[src/rtl/tpp_pkg.sv]
package tpp_pkg;
   typedef enum logic [1:0] {
      SL_FILL    = 2'd0,
      SL_QUEUED  = 2'd1,
      SL_SENDING = 2'd2
   } slot_st_e;

   function automatic logic [1:0] slot_onehot(input logic idx);
      return idx ? 2'b10 : 2'b01;
   endfunction
endpackage

[src/rtl/tpp_admit.sv]
module tpp_admit #(
   parameter int LEN_W      = 13,
   parameter int SLOT_BYTES = 4096
) (
   input  logic             clk,
   input  logic             rst_n,
   input  logic             sub_req,
   input  logic             sub_slot,
   input  logic [LEN_W-1:0] sub_len,
   input  logic [1:0]       fill_vec,
   output logic [1:0]       acc_vec,
   output logic             sub_ack,
   output logic             sub_err,
   output logic             prod_slot
);
   import tpp_pkg::*;

   localparam logic [LEN_W-1:0] MAX_LEN = LEN_W'(SLOT_BYTES);

   logic len_ok;
   logic owner_ok;
   logic accept;

   always_comb begin
      len_ok   = (sub_len != '0) && (sub_len <= MAX_LEN);
      owner_ok = (sub_slot == prod_slot) && fill_vec[sub_slot];
      accept   = sub_req && len_ok && owner_ok;
      acc_vec  = accept ? slot_onehot(sub_slot) : 2'b00;
   end

   always_ff @(posedge clk) begin
      if (!rst_n) begin
         prod_slot <= 1'b0;
         sub_ack   <= 1'b0;
         sub_err   <= 1'b0;
      end else begin
         sub_ack <= accept;
         sub_err <= sub_req && !accept;
         if (accept) prod_slot <= ~prod_slot;
      end
   end

   AST_ACK_ERR_EXCL: assert property (@(posedge clk) disable iff (!rst_n)
      !(sub_ack && sub_err));
   AST_ACK_HAS_REQ: assert property (@(posedge clk) disable iff (!rst_n)
      sub_ack |-> $past(sub_req));
   AST_ERR_KEEPS_PROD: assert property (@(posedge clk) disable iff (!rst_n)
      sub_err |-> (prod_slot == $past(prod_slot)));
endmodule

[src/rtl/tpp_slot.sv]
module tpp_slot #(
   parameter int LEN_W = 13
) (
   input  logic              clk,
   input  logic              rst_n,
   input  logic              take_i,
   input  logic [LEN_W-1:0]  len_i,
   input  logic              launch_i,
   input  logic              release_i,
   output tpp_pkg::slot_st_e state_o,
   output logic [LEN_W-1:0]  len_o
);
   import tpp_pkg::*;

   slot_st_e st_d;

   always_comb begin
      st_d = state_o;
      if (launch_i)       st_d = SL_SENDING;
      else if (release_i) st_d = SL_FILL;
      else if (take_i)    st_d = SL_QUEUED;
   end

   always_ff @(posedge clk) begin
      if (!rst_n) begin
         state_o <= SL_FILL;
         len_o   <= '0;
      end else begin
         state_o <= st_d;
         if (take_i) len_o <= len_i;
      end
   end

   AST_SEND_FROM_QUEUE: assert property (@(posedge clk) disable iff (!rst_n)
      (state_o == SL_SENDING && $past(state_o) != SL_SENDING)
         |-> $past(state_o) == SL_QUEUED);
   AST_RELEASE_ONLY_SENDING: assert property (@(posedge clk) disable iff (!rst_n)
      release_i |-> state_o == SL_SENDING);
   AST_TAKE_ONLY_FILL: assert property (@(posedge clk) disable iff (!rst_n)
      take_i |-> state_o == SL_FILL);
endmodule

[src/rtl/tpp_launch.sv]
module tpp_launch #(
   parameter int          LEN_W  = 13,
   parameter int          ADDR_W = 15,
   parameter logic [ADDR_W-1:0] ADDR0 = '0,
   parameter logic [ADDR_W-1:0] ADDR1 = '0
) (
   input  logic                  clk,
   input  logic                  rst_n,
   input  logic [1:0]            rdy_vec,
   input  logic [1:0][LEN_W-1:0] len_vec,
   input  logic                  tx_done,
   output logic [1:0]            go_vec,
   output logic [1:0]            fin_vec,
   output logic                  tx_start,
   output logic                  tx_slot,
   output logic [LEN_W-1:0]      tx_len,
   output logic [ADDR_W-1:0]     tx_addr,
   output logic                  tx_busy,
   output logic                  note_done,
   output logic                  note_slot
);
   import tpp_pkg::*;

   logic nxt;
   logic act_slot;
   logic done_ok;
   logic can_go;

   always_comb begin
      done_ok = tx_done && tx_busy;
      can_go  = (!tx_busy || done_ok) && rdy_vec[nxt];
      go_vec  = can_go  ? slot_onehot(nxt)      : 2'b00;
      fin_vec = done_ok ? slot_onehot(act_slot) : 2'b00;
   end

   always_ff @(posedge clk) begin
      if (!rst_n) begin
         nxt       <= 1'b0;
         act_slot  <= 1'b0;
         tx_busy   <= 1'b0;
         tx_start  <= 1'b0;
         tx_slot   <= 1'b0;
         tx_len    <= '0;
         tx_addr   <= '0;
         note_done <= 1'b0;
         note_slot <= 1'b0;
      end else begin
         tx_start  <= can_go;
         note_done <= done_ok;
         if (done_ok) note_slot <= act_slot;
         if (can_go) begin
            tx_busy  <= 1'b1;
            act_slot <= nxt;
            nxt      <= ~nxt;
            tx_slot  <= nxt;
            tx_len   <= len_vec[nxt];
            tx_addr  <= nxt ? ADDR1 : ADDR0;
         end else if (done_ok) begin
            tx_busy <= 1'b0;
         end
      end
   end

   AST_START_WHEN_FREE: assert property (@(posedge clk) disable iff (!rst_n)
      tx_start |-> (!$past(tx_busy) || $past(tx_done)));
   AST_START0_QUEUED: assert property (@(posedge clk) disable iff (!rst_n)
      (tx_start && !tx_slot) |-> $past(rdy_vec[0]));
   AST_START1_QUEUED: assert property (@(posedge clk) disable iff (!rst_n)
      (tx_start && tx_slot) |-> $past(rdy_vec[1]));
   AST_IDLE_DONE_IGNORED: assert property (@(posedge clk) disable iff (!rst_n)
      (tx_done && !tx_busy) |=> !note_done);
endmodule

[src/rtl/tpp_ctrl.sv]
module tpp_ctrl #(
   parameter int RAM_BYTES  = 32768,
   parameter int SLOT_BYTES = 4096,
   parameter int PING_BUF   = 0,
   parameter int PONG_BUF   = 1,
   localparam int NUM_BUF   = RAM_BYTES / SLOT_BYTES,
   localparam int ADDR_W    = $clog2(RAM_BYTES),
   localparam int LEN_W     = $clog2(SLOT_BYTES) + 1
) (
   input  logic              clk,
   input  logic              rst_n,
   input  logic              sub_req,
   input  logic              sub_slot,
   input  logic [LEN_W-1:0]  sub_len,
   output logic              sub_ack,
   output logic              sub_err,
   output logic              prod_slot,
   output logic              tx_start,
   output logic              tx_slot,
   output logic [LEN_W-1:0]  tx_len,
   output logic [ADDR_W-1:0] tx_addr,
   input  logic              tx_done,
   output logic              tx_busy,
   output logic              note_done,
   output logic              note_slot
);
   import tpp_pkg::*;

   localparam logic [ADDR_W-1:0] ADDR0 = ADDR_W'(PING_BUF * SLOT_BYTES);
   localparam logic [ADDR_W-1:0] ADDR1 = ADDR_W'(PONG_BUF * SLOT_BYTES);

   if (RAM_BYTES % SLOT_BYTES != 0) begin : g_bad_div
      $error("RAM size must be a whole number of slots");
   end
   if (PING_BUF == PONG_BUF) begin : g_bad_same
      $error("the two slots must use distinct RAM buffers");
   end
   if (PING_BUF < 0 || PING_BUF >= NUM_BUF || PONG_BUF < 0 || PONG_BUF >= NUM_BUF) begin : g_bad_idx
      $error("slot buffer index outside the RAM");
   end

   logic [1:0]            acc_vec;
   logic [1:0]            go_vec;
   logic [1:0]            fin_vec;
   logic [1:0]            fill_vec;
   logic [1:0]            rdy_vec;
   logic [1:0]            send_vec;
   logic [1:0][LEN_W-1:0] len_vec;
   slot_st_e              st_vec [2];

   tpp_admit #(.LEN_W(LEN_W), .SLOT_BYTES(SLOT_BYTES)) admit_i (
      .clk       (clk),
      .rst_n     (rst_n),
      .sub_req   (sub_req),
      .sub_slot  (sub_slot),
      .sub_len   (sub_len),
      .fill_vec  (fill_vec),
      .acc_vec   (acc_vec),
      .sub_ack   (sub_ack),
      .sub_err   (sub_err),
      .prod_slot (prod_slot)
   );

   for (genvar s = 0; s < 2; s++) begin : g_slot
      tpp_slot #(.LEN_W(LEN_W)) slot_i (
         .clk       (clk),
         .rst_n     (rst_n),
         .take_i    (acc_vec[s]),
         .len_i     (sub_len),
         .launch_i  (go_vec[s]),
         .release_i (fin_vec[s]),
         .state_o   (st_vec[s]),
         .len_o     (len_vec[s])
      );
      assign fill_vec[s] = (st_vec[s] == SL_FILL);
      assign rdy_vec[s]  = (st_vec[s] == SL_QUEUED);
      assign send_vec[s] = (st_vec[s] == SL_SENDING);
   end

   tpp_launch #(.LEN_W(LEN_W), .ADDR_W(ADDR_W), .ADDR0(ADDR0), .ADDR1(ADDR1)) launch_i (
      .clk       (clk),
      .rst_n     (rst_n),
      .rdy_vec   (rdy_vec),
      .len_vec   (len_vec),
      .tx_done   (tx_done),
      .go_vec    (go_vec),
      .fin_vec   (fin_vec),
      .tx_start  (tx_start),
      .tx_slot   (tx_slot),
      .tx_len    (tx_len),
      .tx_addr   (tx_addr),
      .tx_busy   (tx_busy),
      .note_done (note_done),
      .note_slot (note_slot)
   );

   AST_ONE_SENDING: assert property (@(posedge clk) disable iff (!rst_n)
      $countones(send_vec) <= 1);
   AST_BUSY_MATCHES_SEND: assert property (@(posedge clk) disable iff (!rst_n)
      tx_busy == (send_vec != 2'b00));
   AST_SENDING_REJECTED: assert property (@(posedge clk) disable iff (!rst_n)
      (sub_req && send_vec[sub_slot]) |=> sub_err);
endmodule

[config.mk]
export PLATFORM = sky130hd
export DESIGN_NAME = tpp_ctrl
export DESIGN_NICKNAME = d
export VERILOG_FILES = /design/src/rtl/tpp_pkg.sv /design/src/rtl/tpp_admit.sv /design/src/rtl/tpp_slot.sv /design/src/rtl/tpp_launch.sv /design/src/rtl/tpp_ctrl.sv
export SDC_FILE = /design/constraint.sdc
export NUM_CORES = 1
export LEC_CHECK = 0
export ABC_AREA = 1
export BUFFER_PORTS_ARGS = -buffer_cell sky130_fd_sc_hd__buf_4
export CAP_MARGIN = 10
export CORE_MARGIN = 3
export CORE_UTILIZATION = 55
export CTS_CLUSTER_DIAMETER = 120
export DETAILED_ROUTE_END_ITERATION = 12
export GPL_ROUTABILITY_DRIVEN = 0
export GPL_TIMING_DRIVEN = 1
export PLACE_DENSITY_LB_ADDON = 0.2
export SLEW_MARGIN = 15
export SYNTH_ARGS = -nofsm -noshare
export SYNTH_HDL_FRONTEND = slang
export SYNTH_SLANG_ARGS = --single-unit
[constraint.sdc]
create_clock -name clk -period 3.96 [get_ports clk]
set_input_delay 0.396 -clock clk [delete_from_list [all_inputs] [get_ports clk]]
set_output_delay 0.396 -clock clk [all_outputs]
set_load 0.005 [all_outputs]
==> results of run 1 <==
## layer usage
metal,global-route usage (%),vias to the layer above,share of wire [%]
met5,0,-,0
met4,6.263,0,1.3
met3,6.108,5,7.5
met2,33.06,49,46
met1,23.59,855,45
li1,-,1031,-
## power breakdown
part           internal [mW]  switching [mW]
sequential             0.545          0.0109
clock                  0.143           0.166
combinational         0.0414          0.0667
total                  0.729           0.243
## Yosys cell counts, drive strengths merged
cell type / instances / share of area, %
buf: 23 / 7.3
a211oi: 1 / 0.32
a21oi: 7 / 1.7
conb: 1 / 0.16
nor3: 1 / 0.22
o21a: 1 / 0.32
clkbuf: 4 / 1.5
or2: 1 / 0.27
nand2: 107 / 18
o21ai: 2 / 0.43
nand4: 4 / 2.4
nor2: 69 / 11
clkinv: 1 / 0.16
nand3: 3 / 0.65
a31oi: 13 / 3.5
inv: 40 / 6.5
a21boi: 1 / 0.81
dfxtp: 52 / 45
## critical path, cell delays in order, from the launching register on
cell,delay [ns]
sky130_fd_sc_hd__dfxtp_1,0.34
sky130_fd_sc_hd__inv_1,0.05
sky130_fd_sc_hd__nor2_1,0.08
sky130_fd_sc_hd__nand2_1,0.08
sky130_fd_sc_hd__nor2_1,0.77
sky130_fd_sc_hd__inv_1,0.18
sky130_fd_sc_hd__a211oi_1,0.23
## final cells by class
type	instances	area [um^2]	area share, %
sequential	52	1041	39.87
multi-input combinational	224	965.9	36.99
timing repair buffer	40	300.3	11.50
inverter	41	153.9	5.894
clock buffer	8	90.09	3.450
tap	48	60.06	2.300
## path summary, 6_finish.rpt
check        slack [ns]                         from  cells past startpoint                         end
max                2.15  g_slot[0].slot_i.state_o[0]                      6                launch_i.nxt
min                0.31                      sub_req                      3             admit_i.sub_err
max reg2reg        2.15  g_slot[0].slot_i.state_o[0]                      6                launch_i.nxt
min reg2reg        0.45   g_slot[1].slot_i.len_o[12]                      2  g_slot[1].slot_i.len_o[12]
## through the flow
stage          area (um^2)  instances  hold WS (ns)  worst slack, ns
6_report              2611        413        0.3088            2.145
5_1_grt               2611        413        0.3213            1.991
4_1_cts               2611        413        0.3043            2.162
3_5_place_dp          2521        405        0.4357            2.068
3_3_place_gp          2521        405        0.4348            2.129
2_1_floorplan         2365        344        0.4255            2.532
## cell families (layout without fill, tap and decap cells)
kind of cell / count (synthesis) / count (layout)
simple gates: 185 / 185
buf+inv: 68 / 89
flops: 52 / 52
other cells: 1 / 14
compound gates: 25 / 25
==> run_summary.xml, run 1 <==
<?xml version="1.0" encoding="UTF-8"?>
<metrics>
  <group name="run_status">
    <metric name="result_of_the_run" unit="">complete, no violations</metric>
  </group>
  <group name="timing">
    <metric name="fin_crit" unit="ns">1.815</metric>
    <metric name="relSlewSlack" unit="%">33.51</metric>
    <metric name="setup_repair_after_global_routing_missed_its_margin" unit="">false</metric>
    <metric name="achievable-frequency" unit="MHz">551.0</metric>
    <metric name="total_count_of_max_transition_violations_in_the_final_report" unit="">0</metric>
    <metric name="setup_viol_count_final" unit="">0</metric>
    <metric name="finClkSkew" unit="ns">0.003724</metric>
    <metric name="period_share" unit="%">45.83</metric>
    <metric name="timing_worst_slew_pin_value" unit="ns">0.9937</metric>
    <metric name="final_hold_violating_endpoints" unit="">0</metric>
    <metric name="final.setup.tns" unit="ns">0</metric>
  </group>
  <group name="cells_and_area">
    <metric name="diodes" unit="">0</metric>
    <metric name="layout-area-overhead-vs-synth" unit="%">12.75</metric>
    <metric name="largest_register" unit="">g_slot.slot_i.len_o</metric>
    <metric name="layout.cells.most_common" unit="">sky130_fd_sc_hd__nand2_1</metric>
    <metric name="nNetsFinal" unit="">382</metric>
    <metric name="layout.cells.most_common_list" unit="">sky130_fd_sc_hd__nand2_1, sky130_fd_sc_hd__nor2_1, sky130_fd_sc_hd__dfxtp_1</metric>
    <metric name="share_of_the_core_filled_with_cells" unit="%">67.76</metric>
    <metric name="largest_register_ffs" unit="">26</metric>
    <metric name="final.fill_count" unit="">342</metric>
    <metric name="final_layout_size_suffix_gt1_share" unit="%">14.79</metric>
    <metric name="reg.largest.list" unit="">g_slot.slot_i.len_o x26, launch_i.tx_len x13, g_slot.slot_i.state_o x4</metric>
  </group>
  <group name="routing">
    <metric name="drtPass1Iterations" unit="">4</metric>
    <metric name="route.detailed.wl_per_inst" unit="um">10.88</metric>
    <metric name="detail_route.iter0.violations" unit="">99</metric>
    <metric name="route.antenna.remaining_nets" unit="">0</metric>
    <metric name="detailed_route_drc_error_count" unit="">0</metric>
    <metric name="routed-via-count" unit="">1940</metric>
    <metric name="drt_wl_total" unit="um">4492</metric>
    <metric name="vias_per_cell" unit="">4.697</metric>
  </group>
  <group name="setup_path">
    <metric name="worst_ep_arrival" unit="ns">2.04</metric>
    <metric name="critPathLaunchType" unit="">flop</metric>
    <metric name="crit_fanout" unit="">15</metric>
    <metric name="req_time_crit_path" unit="ns">4.18</metric>
    <metric name="setup.worst_path.end_class" unit="">flop</metric>
    <metric name="setup.worst_path.class" unit="">reg2reg</metric>
  </group>
  <group name="logic_synthesis">
    <metric name="yosysWarnings" unit="">0</metric>
    <metric name="post_synth_and_or_nand_nor_area_fraction" unit="%">32.36</metric>
    <metric name="synth_cell_types" unit="">25</metric>
    <metric name="synth_top_family_by_area" unit="">simple AND/OR/NAND/NOR gates</metric>
    <metric name="post_synth_xor_area_fraction" unit="%">0</metric>
    <metric name="ys_seq_area_share" unit="%">44.95</metric>
    <metric name="synth_compound_area_share" unit="%">7.077</metric>
    <metric name="ys_ff_latch" unit="">52</metric>
    <metric name="synth_cells" unit="">331</metric>
    <metric name="synth.mux.area_fraction" unit="%">0</metric>
    <metric name="post_synth_fa_ha_maj_area_fraction" unit="%">0</metric>
    <metric name="synth.avg_cell_area" unit="um^2">6.997</metric>
    <metric name="syn_area" unit="mm^2">0.002316</metric>
  </group>
  <group name="cts">
    <metric name="worst_setup_hold_path_clk_slew" unit="ns">0.09</metric>
    <metric name="cts_root_buffer" unit="">sky130_fd_sc_hd__clkbuf_8</metric>
    <metric name="cts_hold_buf" unit="">0</metric>
    <metric name="tritoncts_clock_tree" unit="">yes</metric>
    <metric name="tritoncts.num_buffers" unit="">5</metric>
    <metric name="postCtsSetupRepairBufs" unit="">0</metric>
    <metric name="ctsHtreeMaxLevel" unit="">2</metric>
    <metric name="cts.path.max_buffers" unit="">2</metric>
    <metric name="clkLatencyLatePin" unit="ns">0.31</metric>
    <metric name="cts_resized" unit="">0</metric>
    <metric name="clock-sinks" unit="">52</metric>
  </group>
  <group name="power">
    <metric name="power_density" unit="mW/mm^2">372.3</metric>
    <metric name="power.static_leakage" unit="nW">1.278</metric>
    <metric name="totalPowerFinal" unit="uW">972.3</metric>
    <metric name="vdd.ir_drop.worst" unit="mV">0.2707</metric>
  </group>
  <group name="grt">
    <metric name="global_route_wire_length_before_repair" unit="um">7810</metric>
    <metric name="pin_count_of_the_biggest_net_entering_global_routing" unit="">31</metric>
    <metric name="number_of_antenna_violations_at_the_first_check_in_global_routing" unit="">0</metric>
    <metric name="grt_pass1_vias" unit="">1803</metric>
    <metric name="grt.total_usage" unit="%">19.53</metric>
    <metric name="global_route.overflow_total" unit="">0</metric>
  </group>
  <group name="floorplan">
    <metric name="rows" unit="">22</metric>
    <metric name="floorplan.initialDensity" unit="%">60.10</metric>
    <metric name="die_width" unit="um">70.89</metric>
    <metric name="die_h" unit="um">70.89</metric>
    <metric name="design.die.area" unit="mm^2">0.005025</metric>
    <metric name="placeableCoreArea" unit="mm^2">0.003854</metric>
    <metric name="io_pins" unit="">54</metric>
  </group>
  <group name="place">
    <metric name="dp_hpwl" unit="um">2994</metric>
    <metric name="placement.io_buffers" unit="">39</metric>
  </group>
  <group name="hold_path">
    <metric name="holdCritPathClass" unit="">in2reg</metric>
  </group>
  <group name="run">
    <metric name="number_of_max_cap_violations" unit="">0</metric>
  </group>
</metrics>
Power figures use the tool's default switching activity.
==> run 2, diff against run 1 <==
- ABC_AREA: 1 -> 0
- CORE_UTILIZATION: 55 -> 52
- clock period: 3.96 -> 1.8 ns (I/O delays scaled with it)
==> run 2 against run 1 <==
Register-to-register slack lost 2.0 ns. Sequential power up 110%. Wire length shrank 2.5%. Clock-buffer cell count decreased by 2. Maximum frequency is 11% higher. Final cell count shrank 25%. First-iteration DRC count rose by 68%. Non-clock buffer count increased by 8. Clock skew is 0.0011 ns higher. Clock power is 100% higher. Worst hold slack worse by 0.18 ns. Global-route usage is 1.4 points lower. Largest cell class unchanged. Largest power group unchanged.
==> run_summary.xml, run 2 <==
<?xml version="1.0" encoding="UTF-8"?>
<metrics>
  <group name="cts">
    <metric name="clock-sinks" unit="">52</metric>
    <metric name="cts.path.max_buffers" unit="">2</metric>
    <metric name="tritoncts.num_buffers" unit="">5</metric>
    <metric name="cts_root_buffer" unit="">sky130_fd_sc_hd__clkbuf_8</metric>
    <metric name="clkLatencyLatePin" unit="ns">0.30</metric>
    <metric name="worst_setup_hold_path_clk_slew" unit="ns">0.09</metric>
    <metric name="tritoncts_clock_tree" unit="">yes</metric>
    <metric name="ctsHtreeMaxLevel" unit="">2</metric>
  </group>
  <group name="timing">
    <metric name="setup_repair_after_global_routing_missed_its_margin" unit="">false</metric>
    <metric name="final.setup.tns" unit="ns">0</metric>
    <metric name="achievable-frequency" unit="MHz">612.8</metric>
    <metric name="final_hold_violating_endpoints" unit="">0</metric>
    <metric name="fin_crit" unit="ns">1.632</metric>
    <metric name="period_share" unit="%">90.66</metric>
    <metric name="setup_viol_count_final" unit="">0</metric>
    <metric name="timing_worst_slew_pin_value" unit="ns">0.6522</metric>
    <metric name="finClkSkew" unit="ns">0.004856</metric>
    <metric name="relSlewSlack" unit="%">56.52</metric>
    <metric name="total_count_of_max_transition_violations_in_the_final_report" unit="">0</metric>
  </group>
  <group name="floorplan">
    <metric name="design.die.area" unit="mm^2">0.005023</metric>
    <metric name="die_width" unit="um">70.87</metric>
    <metric name="io_pins" unit="">54</metric>
    <metric name="die_h" unit="um">70.87</metric>
    <metric name="rows" unit="">22</metric>
    <metric name="placeableCoreArea" unit="mm^2">0.003854</metric>
    <metric name="floorplan.initialDensity" unit="%">56.79</metric>
  </group>
  <group name="logic_synthesis">
    <metric name="synth_top_cell_by_area" unit="">sky130_fd_sc_hd__dfxtp_1</metric>
    <metric name="synth-async-reset-ratio" unit="%">0</metric>
    <metric name="ys_seq_area_share" unit="%">47.57</metric>
    <metric name="yosys-top-cells-area" unit="">sky130_fd_sc_hd__dfxtp_1, sky130_fd_sc_hd__mux2i_1, sky130_fd_sc_hd__nand2_1</metric>
    <metric name="synth_common_cells" unit="">sky130_fd_sc_hd__dfxtp_1, sky130_fd_sc_hd__nand2_1, sky130_fd_sc_hd__mux2i_1</metric>
    <metric name="synth_top_area_share" unit="%">47.57</metric>
    <metric name="synth_edf_count" unit="">0</metric>
    <metric name="synth_flop_cell" unit="">sky130_fd_sc_hd__dfxtp_1</metric>
    <metric name="synth.avg_cell_area" unit="um^2">9.726</metric>
    <metric name="synth_cell_types" unit="">34</metric>
    <metric name="ys_ff_latch" unit="">52</metric>
    <metric name="syn_area" unit="mm^2">0.002188</metric>
    <metric name="synth_cells" unit="">225</metric>
    <metric name="most_instantiated_library_cell_after_synthesis" unit="">sky130_fd_sc_hd__dfxtp_1</metric>
    <metric name="yosysWarnings" unit="">0</metric>
  </group>
  <group name="run">
    <metric name="number_of_max_cap_violations" unit="">0</metric>
  </group>
  <group name="setup_path">
    <metric name="req_time_crit_path" unit="ns">2.02</metric>
    <metric name="worst_ep_arrival" unit="ns">1.85</metric>
    <metric name="critical_path.reg2reg.startpoint" unit="">g_slot[0].slot_i.state_o[1]</metric>
    <metric name="critPathLaunchType" unit="">flop</metric>
    <metric name="cp-endpoint" unit="">g_slot[0].slot_i.state_o[0]</metric>
    <metric name="setup.worst_path.end_class" unit="">flop</metric>
    <metric name="setup.worst_path.class" unit="">reg2reg</metric>
    <metric name="reg2reg_slack" unit="ns">0.17</metric>
    <metric name="reg2reg_depth" unit="">4</metric>
    <metric name="timing.critical_path.from" unit="">g_slot[0].slot_i.state_o[1]</metric>
    <metric name="crit_fanout" unit="">14</metric>
    <metric name="r2r_end" unit="">g_slot[0].slot_i.state_o[0]</metric>
  </group>
  <group name="place">
    <metric name="placement.io_buffers" unit="">39</metric>
    <metric name="dp_hpwl" unit="um">3090</metric>
    <metric name="placed_cells_incl_taps" unit="">304</metric>
  </group>
  <group name="hold_path">
    <metric name="holdCritPathClass" unit="">in2reg</metric>
    <metric name="min_path_cells" unit="">3</metric>
  </group>
  <group name="grt">
    <metric name="pin_count_of_the_biggest_net_entering_global_routing" unit="">24</metric>
    <metric name="grt_pass1_vias" unit="">1610</metric>
    <metric name="global_route_wire_length_before_repair" unit="um">7445</metric>
    <metric name="grt.total_usage" unit="%">18.10</metric>
    <metric name="number_of_antenna_violations_at_the_first_check_in_global_routing" unit="">0</metric>
    <metric name="global_route.overflow_total" unit="">0</metric>
  </group>
  <group name="routing">
    <metric name="route.antenna.remaining_nets" unit="">0</metric>
    <metric name="route.detailed.wl_per_inst" unit="um">14.08</metric>
    <metric name="routed-via-count" unit="">1696</metric>
    <metric name="vias_per_cell" unit="">5.453</metric>
    <metric name="drt_wl_total" unit="um">4379</metric>
    <metric name="drtPass1Iterations" unit="">5</metric>
    <metric name="detail_route.iter0.violations" unit="">166</metric>
    <metric name="detailed_route_drc_error_count" unit="">0</metric>
  </group>
  <group name="cells_and_area">
    <metric name="layout-area-overhead-vs-synth" unit="%">15.61</metric>
    <metric name="diodes" unit="">0</metric>
    <metric name="finalNonFillerCells" unit="">311</metric>
    <metric name="layout.cells.most_common" unit="">sky130_fd_sc_hd__dfxtp_1</metric>
    <metric name="reg.largest.list" unit="">g_slot.slot_i.len_o x26, launch_i.tx_len x13, g_slot.slot_i.state_o x4</metric>
    <metric name="layout.cells.most_common_list" unit="">sky130_fd_sc_hd__dfxtp_1, sky130_fd_sc_hd__buf_4, sky130_fd_sc_hd__nand2_1</metric>
    <metric name="final_layout_size_suffix_gt1_share" unit="%">22.81</metric>
    <metric name="nNetsFinal" unit="">281</metric>
    <metric name="largest_register" unit="">g_slot.slot_i.len_o</metric>
    <metric name="largest_register_ffs" unit="">26</metric>
  </group>
  <group name="run_status">
    <metric name="result_of_the_run" unit="">complete, no violations</metric>
  </group>
  <group name="power">
    <metric name="power.static_leakage" unit="nW">1.124</metric>
    <metric name="vdd.ir_drop.worst" unit="mV">0.4658</metric>
    <metric name="power_density" unit="mW/mm^2">770.9</metric>
  </group>
</metrics>
## run 2: changes by cell type after synthesis, moves of 5 or more
cell and delta:
sky130_fd_sc_hd__nand2_1 -63, sky130_fd_sc_hd__nor2_1 -48, sky130_fd_sc_hd__inv_1 -37, sky130_fd_sc_hd__mux2i_1 +27, sky130_fd_sc_hd__a222oi_1 +13, sky130_fd_sc_hd__a31oi_1 -13
sky130_fd_sc_hd__buf_2 +5
## run 2: worst min-delay path by stage
| stage | startpoint | endpoint | slack [ns] |
|---|---|---|---|
| 2_1_floorplan | tx_done | launch_i.note_slot | 0.32 |
| 3_3_place_gp | tx_done | launch_i.note_slot | 0.44 |
| 3_5_place_dp | tx_done | launch_i.note_slot | 0.44 |
| 4_1_cts | tx_done | launch_i.note_slot | 0.13 |
| 5_1_grt | tx_done | launch_i.note_slot | 0.15 |
| 6_report | tx_done | launch_i.note_slot | 0.13 |
## run 2: cell type report
cell class | count | area (um^2)
clock buffers | 6 | 72.57
clock inverters | 1 | 5.005
inverters | 3 | 11.26
multi-input cells | 153 | 979.7
repair buffers | 48 | 360.3
well taps | 48 | 60.06
fillers | 335 | 1324
flip-flops and latches | 52 | 1041
## run 2: logic make-up (layout without fill, tap and decap cells)
group | after synthesis | in the layout | share of synthesized area (%)
mux | 29 | 29 | 14.06
flops | 52 | 52 | 47.57
other cells | 1 | 14 | 0.1714
buf+inv | 33 | 58 | 10.12
xor+xnor | 1 | 1 | 0.4003
compound gates | 27 | 27 | 10.23
simple gates | 82 | 82 | 17.44
## run 2: through the flow
stage	setup slack (ns)	utilization (%)	hold slack (ns)	total power, mW	cell area, um^2
CTS	0.1768	65.52	0.1273	1.968	2525
global placement	0.05632	63.51	0.4427	1.356	2447
floorplan	0.3091	-	0.3236	1.312	2237
global route	0.05157	65.65	0.1498	2.019	2530
detailed placement	0.04124	63.51	0.4406	1.356	2447
finish	0.1681	65.65	0.1321	1.950	2530
## run 2: critical path: stages (launching register included)
cell	delay, ns
sky130_fd_sc_hd__dfxtp_1	0.36
sky130_fd_sc_hd__nor4_4	0.39
sky130_fd_sc_hd__nand4_1	0.16
sky130_fd_sc_hd__mux2_4	0.39
sky130_fd_sc_hd__a211oi_1	0.25
## run 2: repair_timing
item | in CTS | in global routing
resized for setup | 0 | 1
setup buffers | 0 | 0
endpoints found under the hold margin | 0 | 0
hold buffers | 0 | 0
setup endpoints to repair | 0 | 1
## run 2: power breakdown
group          internal (mW)  switching (mW)
registers               1.17          0.0119
logic                 0.0667          0.0865
clock network          0.265           0.354
total                   1.50           0.453
## run 2: layer usage
layer | global-route usage (%) | routed length [um]
met4 | 5.010 | 48
met3 | 3.693 | 295
met1 | 26.15 | 2026
met2 | 27.50 | 2009
met5 | 0 | 0
==> run 3, diff against run 2 <==
- RECOVER_POWER: default -> 25
==> run 3 against run 2 <==
Die area stayed put. Non-clock buffer count unchanged. Core utilization unchanged. Clock-buffer cell count unchanged. Total power about the same. Final cell count unchanged. Flip-flop and latch count unchanged. Critical path depth unchanged. Clock skew down 0.00062 ns. Clock power about the same. Sequential power about the same. Largest cell class unchanged. Largest power group unchanged.
==> run_summary.xml, run 3 (synthesis gave the netlist of run 2 again) <==
<?xml version="1.0" encoding="UTF-8"?>
<metrics>
  <group name="run_status">
    <metric name="result_of_the_run" unit="">complete, no violations</metric>
  </group>
  <group name="hold_path">
    <metric name="holdCritPathClass" unit="">in2reg</metric>
    <metric name="min_path_cells" unit="">3</metric>
    <metric name="whs_endpoint" unit="">launch_i.note_slot</metric>
    <metric name="hold_path.startpoint" unit="">tx_done</metric>
  </group>
  <group name="setup_path">
    <metric name="worst_ep_arrival" unit="ns">1.86</metric>
    <metric name="reg2reg_depth" unit="">4</metric>
    <metric name="req_time_crit_path" unit="ns">2.02</metric>
    <metric name="critical_path.reg2reg.startpoint" unit="">g_slot[0].slot_i.state_o[1]</metric>
    <metric name="critPathLaunchType" unit="">flop</metric>
    <metric name="r2r_end" unit="">g_slot[0].slot_i.state_o[0]</metric>
    <metric name="crit_fanout" unit="">14</metric>
    <metric name="setup.worst_path.end_class" unit="">flop</metric>
    <metric name="setup.worst_path.class" unit="">reg2reg</metric>
    <metric name="reg2reg_slack" unit="ns">0.16</metric>
  </group>
  <group name="routing">
    <metric name="vias_per_cell" unit="">5.428</metric>
    <metric name="detail_route.iter0.violations" unit="">150</metric>
    <metric name="drt_wl_total" unit="um">4396</metric>
    <metric name="route.antenna.remaining_nets" unit="">0</metric>
    <metric name="detailed_route_drc_error_count" unit="">0</metric>
    <metric name="routed-via-count" unit="">1688</metric>
    <metric name="drtPass1Iterations" unit="">4</metric>
    <metric name="route.detailed.wl_per_inst" unit="um">14.14</metric>
  </group>
  <group name="cells_and_area">
    <metric name="reg.largest.list" unit="">g_slot.slot_i.len_o x26, launch_i.tx_len x13, g_slot.slot_i.state_o x4</metric>
    <metric name="final.fill_count" unit="">335</metric>
    <metric name="share_of_the_core_filled_with_cells" unit="%">65.65</metric>
    <metric name="diodes" unit="">0</metric>
    <metric name="layout.cells.most_common" unit="">sky130_fd_sc_hd__dfxtp_1</metric>
    <metric name="layout-area-overhead-vs-synth" unit="%">15.61</metric>
    <metric name="nNetsFinal" unit="">281</metric>
    <metric name="final_layout_size_suffix_gt1_share" unit="%">22.81</metric>
    <metric name="largest_register" unit="">g_slot.slot_i.len_o</metric>
    <metric name="layout.cells.most_common_list" unit="">sky130_fd_sc_hd__dfxtp_1, sky130_fd_sc_hd__nand2_1, sky130_fd_sc_hd__buf_4</metric>
    <metric name="largest_register_ffs" unit="">26</metric>
  </group>
  <group name="cts">
    <metric name="postCtsSetupRepairBufs" unit="">0</metric>
    <metric name="cts_hold_buf" unit="">0</metric>
    <metric name="clkLatencyLatePin" unit="ns">0.30</metric>
    <metric name="ctsHtreeMaxLevel" unit="">2</metric>
    <metric name="cts_root_buffer" unit="">sky130_fd_sc_hd__clkbuf_8</metric>
    <metric name="cts.path.max_buffers" unit="">2</metric>
    <metric name="tritoncts.num_buffers" unit="">5</metric>
    <metric name="worst_setup_hold_path_clk_slew" unit="ns">0.09</metric>
    <metric name="clock-sinks" unit="">52</metric>
    <metric name="tritoncts_clock_tree" unit="">yes</metric>
  </group>
  <group name="grt">
    <metric name="grt.total_usage" unit="%">18.10</metric>
    <metric name="grt_pass1_vias" unit="">1610</metric>
    <metric name="global_route.overflow_total" unit="">0</metric>
    <metric name="pin_count_of_the_biggest_net_entering_global_routing" unit="">24</metric>
    <metric name="number_of_antenna_violations_at_the_first_check_in_global_routing" unit="">0</metric>
    <metric name="global_route_wire_length_before_repair" unit="um">7445</metric>
  </group>
  <group name="timing">
    <metric name="timing_worst_slew_pin_value" unit="ns">0.6535</metric>
    <metric name="finClkSkew" unit="ns">0.004239</metric>
    <metric name="setup_viol_count_final" unit="">0</metric>
    <metric name="period_share" unit="%">91.05</metric>
    <metric name="setup_repair_after_global_routing_missed_its_margin" unit="">false</metric>
    <metric name="relSlewSlack" unit="%">56.43</metric>
    <metric name="total_count_of_max_transition_violations_in_the_final_report" unit="">0</metric>
    <metric name="fin_crit" unit="ns">1.639</metric>
    <metric name="final.setup.tns" unit="ns">0</metric>
    <metric name="final_hold_violating_endpoints" unit="">0</metric>
    <metric name="achievable-frequency" unit="MHz">610.2</metric>
    <metric name="hold_slack" unit="ns">0.1319</metric>
  </group>
  <group name="floorplan">
    <metric name="die_width" unit="um">70.87</metric>
    <metric name="die_h" unit="um">70.87</metric>
    <metric name="rows" unit="">22</metric>
    <metric name="io_pins" unit="">54</metric>
    <metric name="placeableCoreArea" unit="mm^2">0.003854</metric>
    <metric name="floorplan.initialDensity" unit="%">56.79</metric>
    <metric name="design.die.area" unit="mm^2">0.005023</metric>
  </group>
  <group name="power">
    <metric name="vdd.ir_drop.worst" unit="mV">0.4650</metric>
    <metric name="power.static_leakage" unit="nW">1.115</metric>
    <metric name="power_density" unit="mW/mm^2">770.6</metric>
  </group>
  <group name="place">
    <metric name="dp_hpwl" unit="um">3090</metric>
    <metric name="placement.io_buffers" unit="">39</metric>
  </group>
  <group name="run">
    <metric name="number_of_max_cap_violations" unit="">0</metric>
  </group>
</metrics>
-- run 3: cell type report --
cell class | count | area [um^2] | area share, %
well taps | 48 | 60.06 | 2.374
repair buffers | 48 | 360.3 | 14.24
clock inverters | 1 | 5.005 | 0.1978
multi-input cells | 153 | 979.7 | 38.72
flip-flops and latches | 52 | 1041 | 41.15
clock buffers | 6 | 72.57 | 2.868
inverters | 3 | 11.26 | 0.4451
-- run 3: worst max-delay path by stage --
stage | start | end
floorplan | admit_i.prod_slot | g_slot[1].slot_i.len_o[10]
detailed placement | sub_len[0] | g_slot[0].slot_i.state_o[0]
finish | g_slot[0].slot_i.state_o[1] | g_slot[0].slot_i.state_o[0]
CTS | g_slot[0].slot_i.state_o[0] | launch_i.tx_len[12]
global route | g_slot[0].slot_i.state_o[1] | g_slot[0].slot_i.state_o[0]
global placement | sub_len[0] | g_slot[0].slot_i.state_o[0]
-- run 3: where the power goes --
part | leakage (nW) | switching, mW | total [mW] | internal, mW
clock network | 0.0410 | 0.353 | 0.619 | 0.265
registers | 0.420 | 0.0118 | 1.18 | 1.17
logic | 0.654 | 0.0872 | 0.154 | 0.0664
-- run 3: routing by layer --
layer	routed length [um]	part of all wire [%]	vias up	global-route usage (%)
met3	303	6.9	6	3.693
li1	-	-	833	-
met4	48	1.1	0	5.010
met1	2048	47	791	26.15
met2	1996	45	58	27.50
met5	0	0	-	0
-- run 3: metrics by stage --
step / worst slack (ns) / instance area [um^2] / power (mW) / std cells
floorplan: 0.3091 / 2237 / 1.312 / 238
global placement: 0.05632 / 2447 / 1.356 / 304
detailed placement: 0.04124 / 2447 / 1.356 / 304
CTS: 0.1768 / 2525 / 1.968 / 311
global route: 0.05157 / 2530 / 2.019 / 311
finish: 0.1612 / 2530 / 1.950 / 311
-- run 3: repair_timing --
action	in CTS	in global routing
setup endpoints to repair	0	1
gates resized for setup	0	1
hold endpoints to repair	0	0
-- run 3: critical path, cell delays in order, from the launching register on --
cell                       delay (ns)
sky130_fd_sc_hd__dfxtp_1         0.36
sky130_fd_sc_hd__nor4_4          0.39
sky130_fd_sc_hd__nand4_1         0.16
sky130_fd_sc_hd__mux2_4          0.39
sky130_fd_sc_hd__a211oi_1        0.25
